<file path="src/rtl/ppsr_pkg.sv">
package ppsr_pkg;
  localparam int unsigned ADDR_W = 3;
  localparam int unsigned DATA_W = 8;
  localparam int unsigned CTRL_W = 6;
  localparam logic [ADDR_W-1:0] OFS_STAT = 3'd1;
  localparam logic [ADDR_W-1:0] OFS_CTRL = 3'd2;
  localparam int unsigned N_PINS = 5;

  // synchronized pin bundle
  typedef struct packed {
    logic busy;
    logic ack_n;
    logic pe;
    logic slct;
    logic err_n;
  } pins_t;
endpackage

</file>
<file path="src/rtl/ppsr_sync.sv">
module ppsr_sync #(
  parameter int unsigned WIDTH  = 5,
  parameter int unsigned STAGES = 2,
  parameter logic [WIDTH-1:0] RST_VAL = '0
) (
  input  logic             clk_i,
  input  logic             rst_ni,
  input  logic [WIDTH-1:0] d_i,
  output logic [WIDTH-1:0] q_o
);
  logic [WIDTH-1:0] stg_q [STAGES];

  for (genvar s = 0; s < STAGES; s++) begin : g_stg
    always_ff @(posedge clk_i or negedge rst_ni) begin
      if (!rst_ni) stg_q[s] <= RST_VAL;
      else if (s == 0) stg_q[s] <= d_i;
      else stg_q[s] <= stg_q[(s == 0) ? 0 : s-1];
    end
  end

  assign q_o = stg_q[STAGES-1];
endmodule

</file>
<file path="src/rtl/ppsr_tmout.sv">
module ppsr_tmout (
  input  logic clk_i,
  input  logic rst_ni,
  input  logic evt_i,
  input  logic epp_i,
  input  logic sel_i,
  input  logic wr_stat_i,
  input  logic wbit0_i,
  input  logic rd_end_i,
  output logic flag_o
);
  logic set_w, clr_w, flag_q;

  assign set_w = evt_i & epp_i;
  assign clr_w = sel_i ? rd_end_i : (wr_stat_i & wbit0_i);

  always_ff @(posedge clk_i or negedge rst_ni) begin
    if (!rst_ni)    flag_q <= 1'b0;
    else if (set_w) flag_q <= 1'b1;   // set wins over clear
    else if (clr_w) flag_q <= 1'b0;
  end

  assign flag_o = flag_q;

  p_set_epp_r5: assert property (@(posedge clk_i) disable iff (!rst_ni)
    (evt_i && epp_i) |=> flag_o);
  p_w1c_r6: assert property (@(posedge clk_i) disable iff (!rst_ni)
    (!sel_i && wr_stat_i && wbit0_i && !evt_i) |=> !flag_o);
  p_rdclr_hold_r7: assert property (@(posedge clk_i) disable iff (!rst_ni)
    (sel_i && flag_o && !rd_end_i) |=> flag_o);
  p_set_wins_r8: assert property (@(posedge clk_i) disable iff (!rst_ni)
    (epp_i && evt_i && rd_end_i) |=> flag_o);
endmodule

</file>
<file path="src/rtl/ppsr_ctrl.sv">
module ppsr_ctrl #(
  parameter int unsigned DW = 8,
  parameter int unsigned CW = 6,
  parameter logic [CW-1:0] RST_VAL = '0
) (
  input  logic          clk_i,
  input  logic          rst_ni,
  input  logic          we_i,
  input  logic [DW-1:0] wdata_i,
  output logic [DW-1:0] q_o
);
  logic [CW-1:0] ctrl_q;
  logic unused_hi;

  assign unused_hi = ^wdata_i[DW-1:CW];

  always_ff @(posedge clk_i or negedge rst_ni) begin
    if (!rst_ni)   ctrl_q <= RST_VAL;
    else if (we_i) ctrl_q <= wdata_i[CW-1:0];
  end

  assign q_o = {{(DW-CW){1'b0}}, ctrl_q};

  p_ctrl_write_r9: assert property (@(posedge clk_i) disable iff (!rst_ni)
    we_i |=> (q_o[CW-1:0] == $past(wdata_i[CW-1:0])));
endmodule

</file>
<file path="src/rtl/ppsr_top.sv">
module ppsr_top
  import ppsr_pkg::*;
(
  input  logic              clk_i,
  input  logic              rst_ni,
  input  logic [ADDR_W-1:0] addr_i,
  input  logic              rd_i,
  input  logic              wr_i,
  input  logic [DATA_W-1:0] wdata_i,
  output logic [DATA_W-1:0] rdata_o,
  input  logic              err_n_i,
  input  logic              slct_i,
  input  logic              pe_i,
  input  logic              ack_n_i,
  input  logic              busy_i,
  input  logic              epp_mode_i,
  input  logic              tmo_sel_i,
  input  logic              tmo_evt_i
);
  pins_t pins_raw, pins_s;
  logic  flag;
  logic  rd_q, stat_rd_q;
  logic  rd_first, rd_end;
  logic  is_stat, is_ctrl;
  logic [DATA_W-1:0] stat_live, stat_hold_q, ctrl_rd;

  assign pins_raw = '{busy: busy_i, ack_n: ack_n_i, pe: pe_i,
                      slct: slct_i, err_n: err_n_i};

  ppsr_sync #(.WIDTH(N_PINS), .STAGES(2), .RST_VAL(5'b01001)) u_sync (
    .clk_i (clk_i), .rst_ni(rst_ni), .d_i(pins_raw), .q_o(pins_s)
  );

  assign is_stat  = (addr_i == OFS_STAT);
  assign is_ctrl  = (addr_i == OFS_CTRL);
  assign rd_first = rd_i & ~rd_q;
  assign rd_end   = ~rd_i & rd_q & stat_rd_q;

  always_ff @(posedge clk_i or negedge rst_ni) begin
    if (!rst_ni) begin
      rd_q        <= 1'b0;
      stat_rd_q   <= 1'b0;
      stat_hold_q <= '0;
    end else begin
      rd_q <= rd_i;
      if (rd_first) begin
        stat_rd_q   <= is_stat;
        stat_hold_q <= stat_live;
      end
    end
  end

  ppsr_tmout u_tmout (
    .clk_i    (clk_i),
    .rst_ni   (rst_ni),
    .evt_i    (tmo_evt_i),
    .epp_i    (epp_mode_i),
    .sel_i    (tmo_sel_i),
    .wr_stat_i(wr_i & is_stat),
    .wbit0_i  (wdata_i[0]),
    .rd_end_i (rd_end),
    .flag_o   (flag)
  );

  ppsr_ctrl #(.DW(DATA_W), .CW(CTRL_W)) u_ctrl (
    .clk_i  (clk_i),
    .rst_ni (rst_ni),
    .we_i   (wr_i & is_ctrl),
    .wdata_i(wdata_i),
    .q_o    (ctrl_rd)
  );

  assign stat_live = {~pins_s.busy, pins_s.ack_n, pins_s.pe, pins_s.slct,
                      pins_s.err_n, 2'b00, flag};

  always_comb begin
    rdata_o = '0;
    if (rd_i) begin
      if (is_stat)      rdata_o = rd_first ? stat_live : stat_hold_q;
      else if (is_ctrl) rdata_o = ctrl_rd;
    end
  end

  p_freeze_r4: assert property (@(posedge clk_i) disable iff (!rst_ni)
    (rd_i && is_stat && $past(rd_i) && $past(is_stat)) |-> $stable(rdata_o));
  p_stat_zero_r3: assert property (@(posedge clk_i) disable iff (!rst_ni)
    (rd_i && is_stat) |-> (rdata_o[2:1] == 2'b00));
  p_idle_zero_r10: assert property (@(posedge clk_i) disable iff (!rst_ni)
    !rd_i |-> (rdata_o == '0));
endmodule

</file>
<file path="config.mk">
export PLATFORM = sky130hd
export DESIGN_NAME = ppsr_top
export DESIGN_NICKNAME = d
export VERILOG_FILES = /design/src/rtl/ppsr_pkg.sv /design/src/rtl/ppsr_sync.sv /design/src/rtl/ppsr_tmout.sv /design/src/rtl/ppsr_ctrl.sv /design/src/rtl/ppsr_top.sv
export SDC_FILE = /design/constraint.sdc
export NUM_CORES = 1
export LEC_CHECK = 0
export BUFFER_PORTS_ARGS = -buffer_cell sky130_fd_sc_hd__buf_4
export CORE_ASPECT_RATIO = 1.2
export CORE_MARGIN = 2
export CORE_UTILIZATION = 45
export DETAILED_ROUTE_END_ITERATION = 12
export PLACE_DENSITY = 0.81
export SYNTH_ARGS = -nofsm -noshare
export SYNTH_HDL_FRONTEND = slang
export SYNTH_SLANG_ARGS = --single-unit
</file>
<file path="constraint.sdc">
create_clock -name clk_i -period 4 [get_ports clk_i]
set_clock_uncertainty 0.1 [all_clocks]
set_input_delay 0 -clock clk_i [delete_from_list [all_inputs] [get_ports clk_i]]
set_output_delay 0 -clock clk_i [all_outputs]
set_load 0.03 [all_outputs]
</file>
==> results of run 1 <==
## per-stage QoR
step / std cells / cell area, µm² / setup WS [ps]
after floorplan: 70 / 1050 / 2650
after global placement: 124 / 1270 / 2470
after detailed placement: 124 / 1270 / 2460
after CTS: 144 / 1460 / 2060
after global routing: 144 / 1460 / 1950
final: 144 / 1460 / 2060
## kinds of logic after synthesis
kind of cell           synth area share (%)
AOI/OAI and AO/OA                      8.07
and+or+nand+nor                        11.2
buffers and inverters                  2.97
DFF                                    64.6
muxes                                  13.2
## report_power, final
group | switching (mW) | internal, mW | total (mW)
clock | 0.0705 | 0.0373 | 0.108
combinational | 0.0333 | 0.0494 | 0.0827
sequential | 0.0111 | 0.303 | 0.314
total | 0.115 | 0.390 | 0.505
## state kept, by name (all words and copies together), names as in the netlist
name,cells
u_sync.q_o,5
u_ctrl.ctrl_q,6
stat_hold_q,8
stat_rd_q,1
rd_q,1
u_tmout.flag_o,1
u_sync.stg_q,5
## cell usage after synthesis (all sizes together)
cell type  instances
nand2b             2
and3b              2
mux2              11
and2               2
a32o               7
dfstp              4
nor2b              5
o21ai              1
buf                5
nand4b             2
dfrtp             23
nand2              5
a21oi              1
## critical path, stage by stage
cell,delay [ps]
dlygate4sd3_1,540
buf_4,140
nor2b_1,430
and3b_1,390
a32o_2,180
buf_4,160
## how the worst min path moves through the flow
stage	start	endpoint	slack, ps	cells after the start
detailed placement	rst_ni	stat_hold_q[6]	-180	1
global route	rst_ni	stat_hold_q[6]	30	2
floorplan	rst_ni	rd_q	-400	0
CTS	rst_ni	stat_hold_q[6]	6	2
global placement	rst_ni	stat_hold_q[6]	-180	1
finish	rst_ni	stat_hold_q[6]	10	2
## routing by layer
metal	wire (µm)	global-route usage, %	vias to the layer above
met1	747	19.6	326
met5	0	0	-
met3	115	1.58	2
met4	30	8.11	0
met2	962	23.9	29
li1	-	-	333
## layout make-up
| cell class | instances | area, µm² | share of cell area [%] |
|---|---|---|---|
| sequential | 27 | 681 | 46.7 |
| timing repair buffer | 44 | 370 | 25.4 |
| multi-input combinational | 38 | 342 | 23.4 |
| tap | 31 | 38.8 | 2.66 |
| clock buffer | 3 | 22.5 | 1.54 |
| clock inverter | 1 | 5.00 | 0.343 |
## what timing repair did
| action | in CTS | in global routing |
|---|---|---|
| hold buffers | 16 | 0 |
| endpoints found under the setup margin | 0 | 0 |
| hold endpoints to repair | 42 | 0 |
| resized for setup | 0 | 0 |
==> flow_metrics.py, run 1 <==
metrics = {
    "status": {
        "status": "completed",
    },
    "floorplan": {
        "core_area_um2": 2260,
        "start_util_pct": 46.6,
        "die_w_um": 48.2,
        "rows": 19,
        "fp.dieH_um": 57.0,
        "die_area_um2": 2750,
        "ios": 31,
    },
    "place": {
        "gp_congestion": 0.817,
        "hpwl_um": 1260,
        "io_buffers": 28,
    },
    "cells_and_area": {
        "layout-drive-gt1-share_pct": 40.7,
        "mostFrequentLayoutCells": "buf_4 (28), dfrtp_1 (23), dlygate4sd3_1 (16), mux2_1 (6), nand2_1 (5)",
        "area_growth_pct": 38.5,
        "final_common_cell": "buf_4",
        "fin_util_pct": 64.6,
        "num_antenna_cells": 0,
        "nNetsFinal": 137,
        "final.fill_count": 178,
    },
    "grt": {
        "grt_overflow_total": 0,
        "grt_pass1_wl_um": 2880,
        "antenna_found_initial": 0,
        "track_usage_pct": 15.1,
        "grt_pass1_vias": 684,
        "grt_max_degree": 28,
    },
    "critical_path": {
        "crit_fanout": 8,
        "r2r_start": "rd_q",
        "crit_path_end_kind": "primary output",
        "worstPathArrival_ps": 1840,
        "cp-startpoint": "addr_i[2]",
        "start_kind": "primary input",
        "critPathRequiredTime_ps": 3900,
        "crit_path_end": "rdata_o[0]",
        "crit_type": "primary input to primary output",
        "reg2reg_to": "u_tmout.flag_o",
        "reg2reg_depth": 3,
        "rrSetupSlack_ps": 2440,
    },
    "sta": {
        "clock.fmax_ghz": 0.516,
        "relSlewSlack_pct": 55.9,
        "period_share_pct": 48.5,
        "holdWs_ps": 12.7,
        "worstMarginPinSlew_ps": 660,
        "finalSetupViolCount": 0,
        "fin_tns_setup_ps": 0,
        "final_max_slew_viol_count": 0,
        "finalCriticalPeriod_ps": 1940,
        "rsz0062_at_grt": "false",
        "finalHoldViolations": 0,
    },
    "synthesis": {
        "ys_seq_elements": 27,
        "avgSynthCellArea_um2": 15.1,
        "synthTopCellsByArea": "dfrtp_1 (55%), dfstp_2 (10%), mux2_1 (6.4%)",
        "synth_top_area_cell": "dfrtp_1",
        "synthDominantCellAreaShare_pct": 54.6,
        "synthesis.nets": 93,
        "synth_warnings": 0,
        "synth_area_um2": 1050,
        "synthCells": 70,
        "ys_seq_area_share_pct": 64.6,
        "synthDistinctLibCells": 18,
    },
    "power": {
        "peakVddDrop_v": 0.000215,
        "p_leak_nw": 0.687,
        "p_total_mw": 0.505,
        "power_density_nw_per_um2": 346,
    },
    "clock_network": {
        "postCtsSetupBuffers": 0,
        "clk_latency_ps": 310,
        "cts.sinks": 27,
        "cts_buffers": 3,
        "htreeDepth": 1,
        "cts-root-buf": "clkbuf_4",
        "clockBufferDepth": 2,
        "cts_tree": "done",
        "clk_pin_slew_ps": 130,
    },
    "routing": {
        "drtAntennaViolNets": 0,
        "viasPerCell": 4.79,
        "drc": 0,
        "totalWireLength_um": 1860,
        "dr_total_vias": 690,
        "dr.pass1.iters": 4,
        "wire_per_inst_um": 12.9,
        "drt_iter0_markers": 17,
    },
    "min_path": {
        "min_path_type": "primary input to asynchronous set/reset pin",
    },
    "job": {
        "maxCapViolations": 0,
    },
}
(Power assumes the default switching activity.)
==> inputs of run 2 (changes only) <==
==> constraint.sdc (replaced) <==
create_clock -name clk_i -period 1.9 [get_ports clk_i]
set_clock_uncertainty 0.1 [all_clocks]
set_input_delay 0 -clock clk_i [delete_from_list [all_inputs] [get_ports clk_i]]
set_output_delay 0 -clock clk_i [all_outputs]
set_load 0.03 [all_outputs]
==> run 2 against run 1 <==
- final cell count grew 3.5%
- clock-buffer cell count grew 1
- via count grew 3.3%
- sequential power grew 110%
- flip-flop and latch count is the same
- global-route usage grew 0.39 points
- setup slack lost 2000 ps
- non-clock buffer count grew 5
- power grew 110%
- hold slack gained 2.5 ps
- design area grew 3.5%
- clock power grew 110%
- critical path type is now register to primary output
==> flow_metrics.py, run 2 (synthesis gave the netlist of run 1 again) <==
metrics = {
    "clock_network": {
        "clk_latency_ps": 310,
        "htreeDepth": 1,
        "cts_buffers": 3,
        "clk_pin_slew_ps": 130,
        "cts_tree": "done",
        "cts-root-buf": "clkbuf_4",
        "clockBufferDepth": 2,
        "cts.sinks": 27,
    },
    "cells_and_area": {
        "area_growth_pct": 43.3,
        "layout-drive-gt1-share_pct": 42.4,
        "top_regs": "stat_hold_q x8, u_ctrl.ctrl_q x6",
        "nNetsFinal": 142,
        "finalInstanceArea_um2": 1510,
        "mostFrequentLayoutCells": "buf_4 (29), dfrtp_1 (23), dlygate4sd3_1 (16), mux2_1 (6), nand2_1 (5)",
        "multi_input_area_um2": 342,
        "largest_reg_flops": 8,
        "seq_area_um2": 681,
        "final_cells": 149,
        "final.fill_count": 175,
        "regMostFlops": "stat_hold_q",
        "num_antenna_cells": 0,
        "fin_util_pct": 66.9,
        "final_common_cell": "buf_4",
    },
    "floorplan": {
        "die_w_um": 48.2,
        "ios": 31,
        "rows": 19,
        "fp.dieH_um": 57.0,
        "start_util_pct": 46.6,
        "core_area_um2": 2260,
        "die_area_um2": 2750,
    },
    "place": {
        "pre_cts_ws_ps": 367,
        "hpwl_um": 1340,
        "io_buffers": 28,
        "placed_area_um2": 1290,
        "placed_cells": 126,
        "gp_congestion": 0.825,
    },
    "sta": {
        "relSlewSlack_pct": 78.8,
        "fin_tns_setup_ps": 0,
        "clock.fmax_ghz": 0.547,
        "finalHoldViolations": 0,
        "final_max_slew_viol_count": 0,
        "setup_ws_ps": 71.6,
        "worstMarginPinSlew_ps": 319,
        "finalSetupViolCount": 0,
        "holdWs_ps": 15.2,
        "finalCriticalPeriod_ps": 1830,
        "rsz0062_at_grt": "false",
        "period_share_pct": 96.2,
    },
    "critical_path": {
        "worstPathArrival_ps": 1730,
        "crit_path_end_kind": "primary output",
        "crit_fanout": 7,
        "critPathTopFamily": "flip-flops",
        "crit_type": "register to primary output",
        "critPathMaxStageDelay_ps": 430,
        "worst-path-buf-inv": 1,
        "path_cells": "nor2b_4 > mux2_4 > a32o_2 > buf_6",
        "start_kind": "register",
        "critPathRequiredTime_ps": 1800,
        "critPathSlowestCell": "dfrtp_1",
    },
    "routing": {
        "wire_per_inst_um": 13.5,
        "drt_iter0_markers": 2,
        "wl_met2_um": 1030,
        "drtAntennaViolNets": 0,
        "dr_total_vias": 713,
        "met3WireLength_um": 63,
        "routed.top_layer": "met4",
        "drc": 0,
        "viasPerCell": 4.79,
        "drt-met1-wl_um": 895,
        "totalWireLength_um": 2010,
        "dr.pass1.iters": 4,
    },
    "grt": {
        "track_usage_pct": 15.5,
        "grt_pass1_wl_um": 2970,
        "grt_pass1_vias": 709,
        "grt_max_degree": 28,
        "grt_overflow_total": 0,
        "antenna_found_initial": 0,
    },
    "min_path": {
        "min_path_type": "primary input to asynchronous set/reset pin",
    },
    "job": {
        "maxCapViolations": 0,
    },
    "power": {
        "p_total_mw": 1.08,
        "p_leak_nw": 0.713,
        "peakVddDrop_v": 0.000678,
        "power_density_nw_per_um2": 717,
    },
    "status": {
        "status": "completed",
    },
}
run 2: path summary, 6_finish.rpt:
kind | from | endpoint | slack (ps) | cells after the start
min in group clk_i | addr_i[1] | stat_rd_q | 40 | 5
min reg2reg | u_sync.stg_q[7] | u_sync.q_o[2] | 260 | 0
max reg2reg | rd_q | u_tmout.flag_o | 250 | 4
max | rd_q | rdata_o[0] | 70 | 4
min | rst_ni | stat_hold_q[6] | 20 | 2
max in group asynchronous | rst_ni | u_sync.stg_q[5] | 1400 | 2
run 2: power by group:
| part | switching, mW | internal [mW] | total [mW] | leakage (nW) |
|---|---|---|---|---|
| combinational | 0.0746 | 0.113 | 0.188 | 0.383 |
| sequential | 0.0250 | 0.638 | 0.663 | 0.315 |
| clock | 0.150 | 0.0819 | 0.232 | 0.0150 |
run 2: what timing repair did:
action / in CTS / in global routing
setup endpoints to repair: 1 / 4
buffers inserted: 1 / 2
resized for setup: 0 / 4
hold endpoints to repair: 42 / 0
pin swaps: 0 / 3
cloned: 0 / 0
hold buffers: 16 / 0
run 2: area by class of cell:
cell class              instances  area share [%]
clock buffers                   4            1.74
multi-input cells              38            22.6
flip-flops and latches         27            45.1
repair buffers                 49            28.0
well taps                      31            2.57
run 2: metal layers:
layer,GRT usage [%],up-vias
met3,0.949,2
met2,25.0,22
met1,20.1,347
met4,8.11,0
met5,0,-
li1,-,342
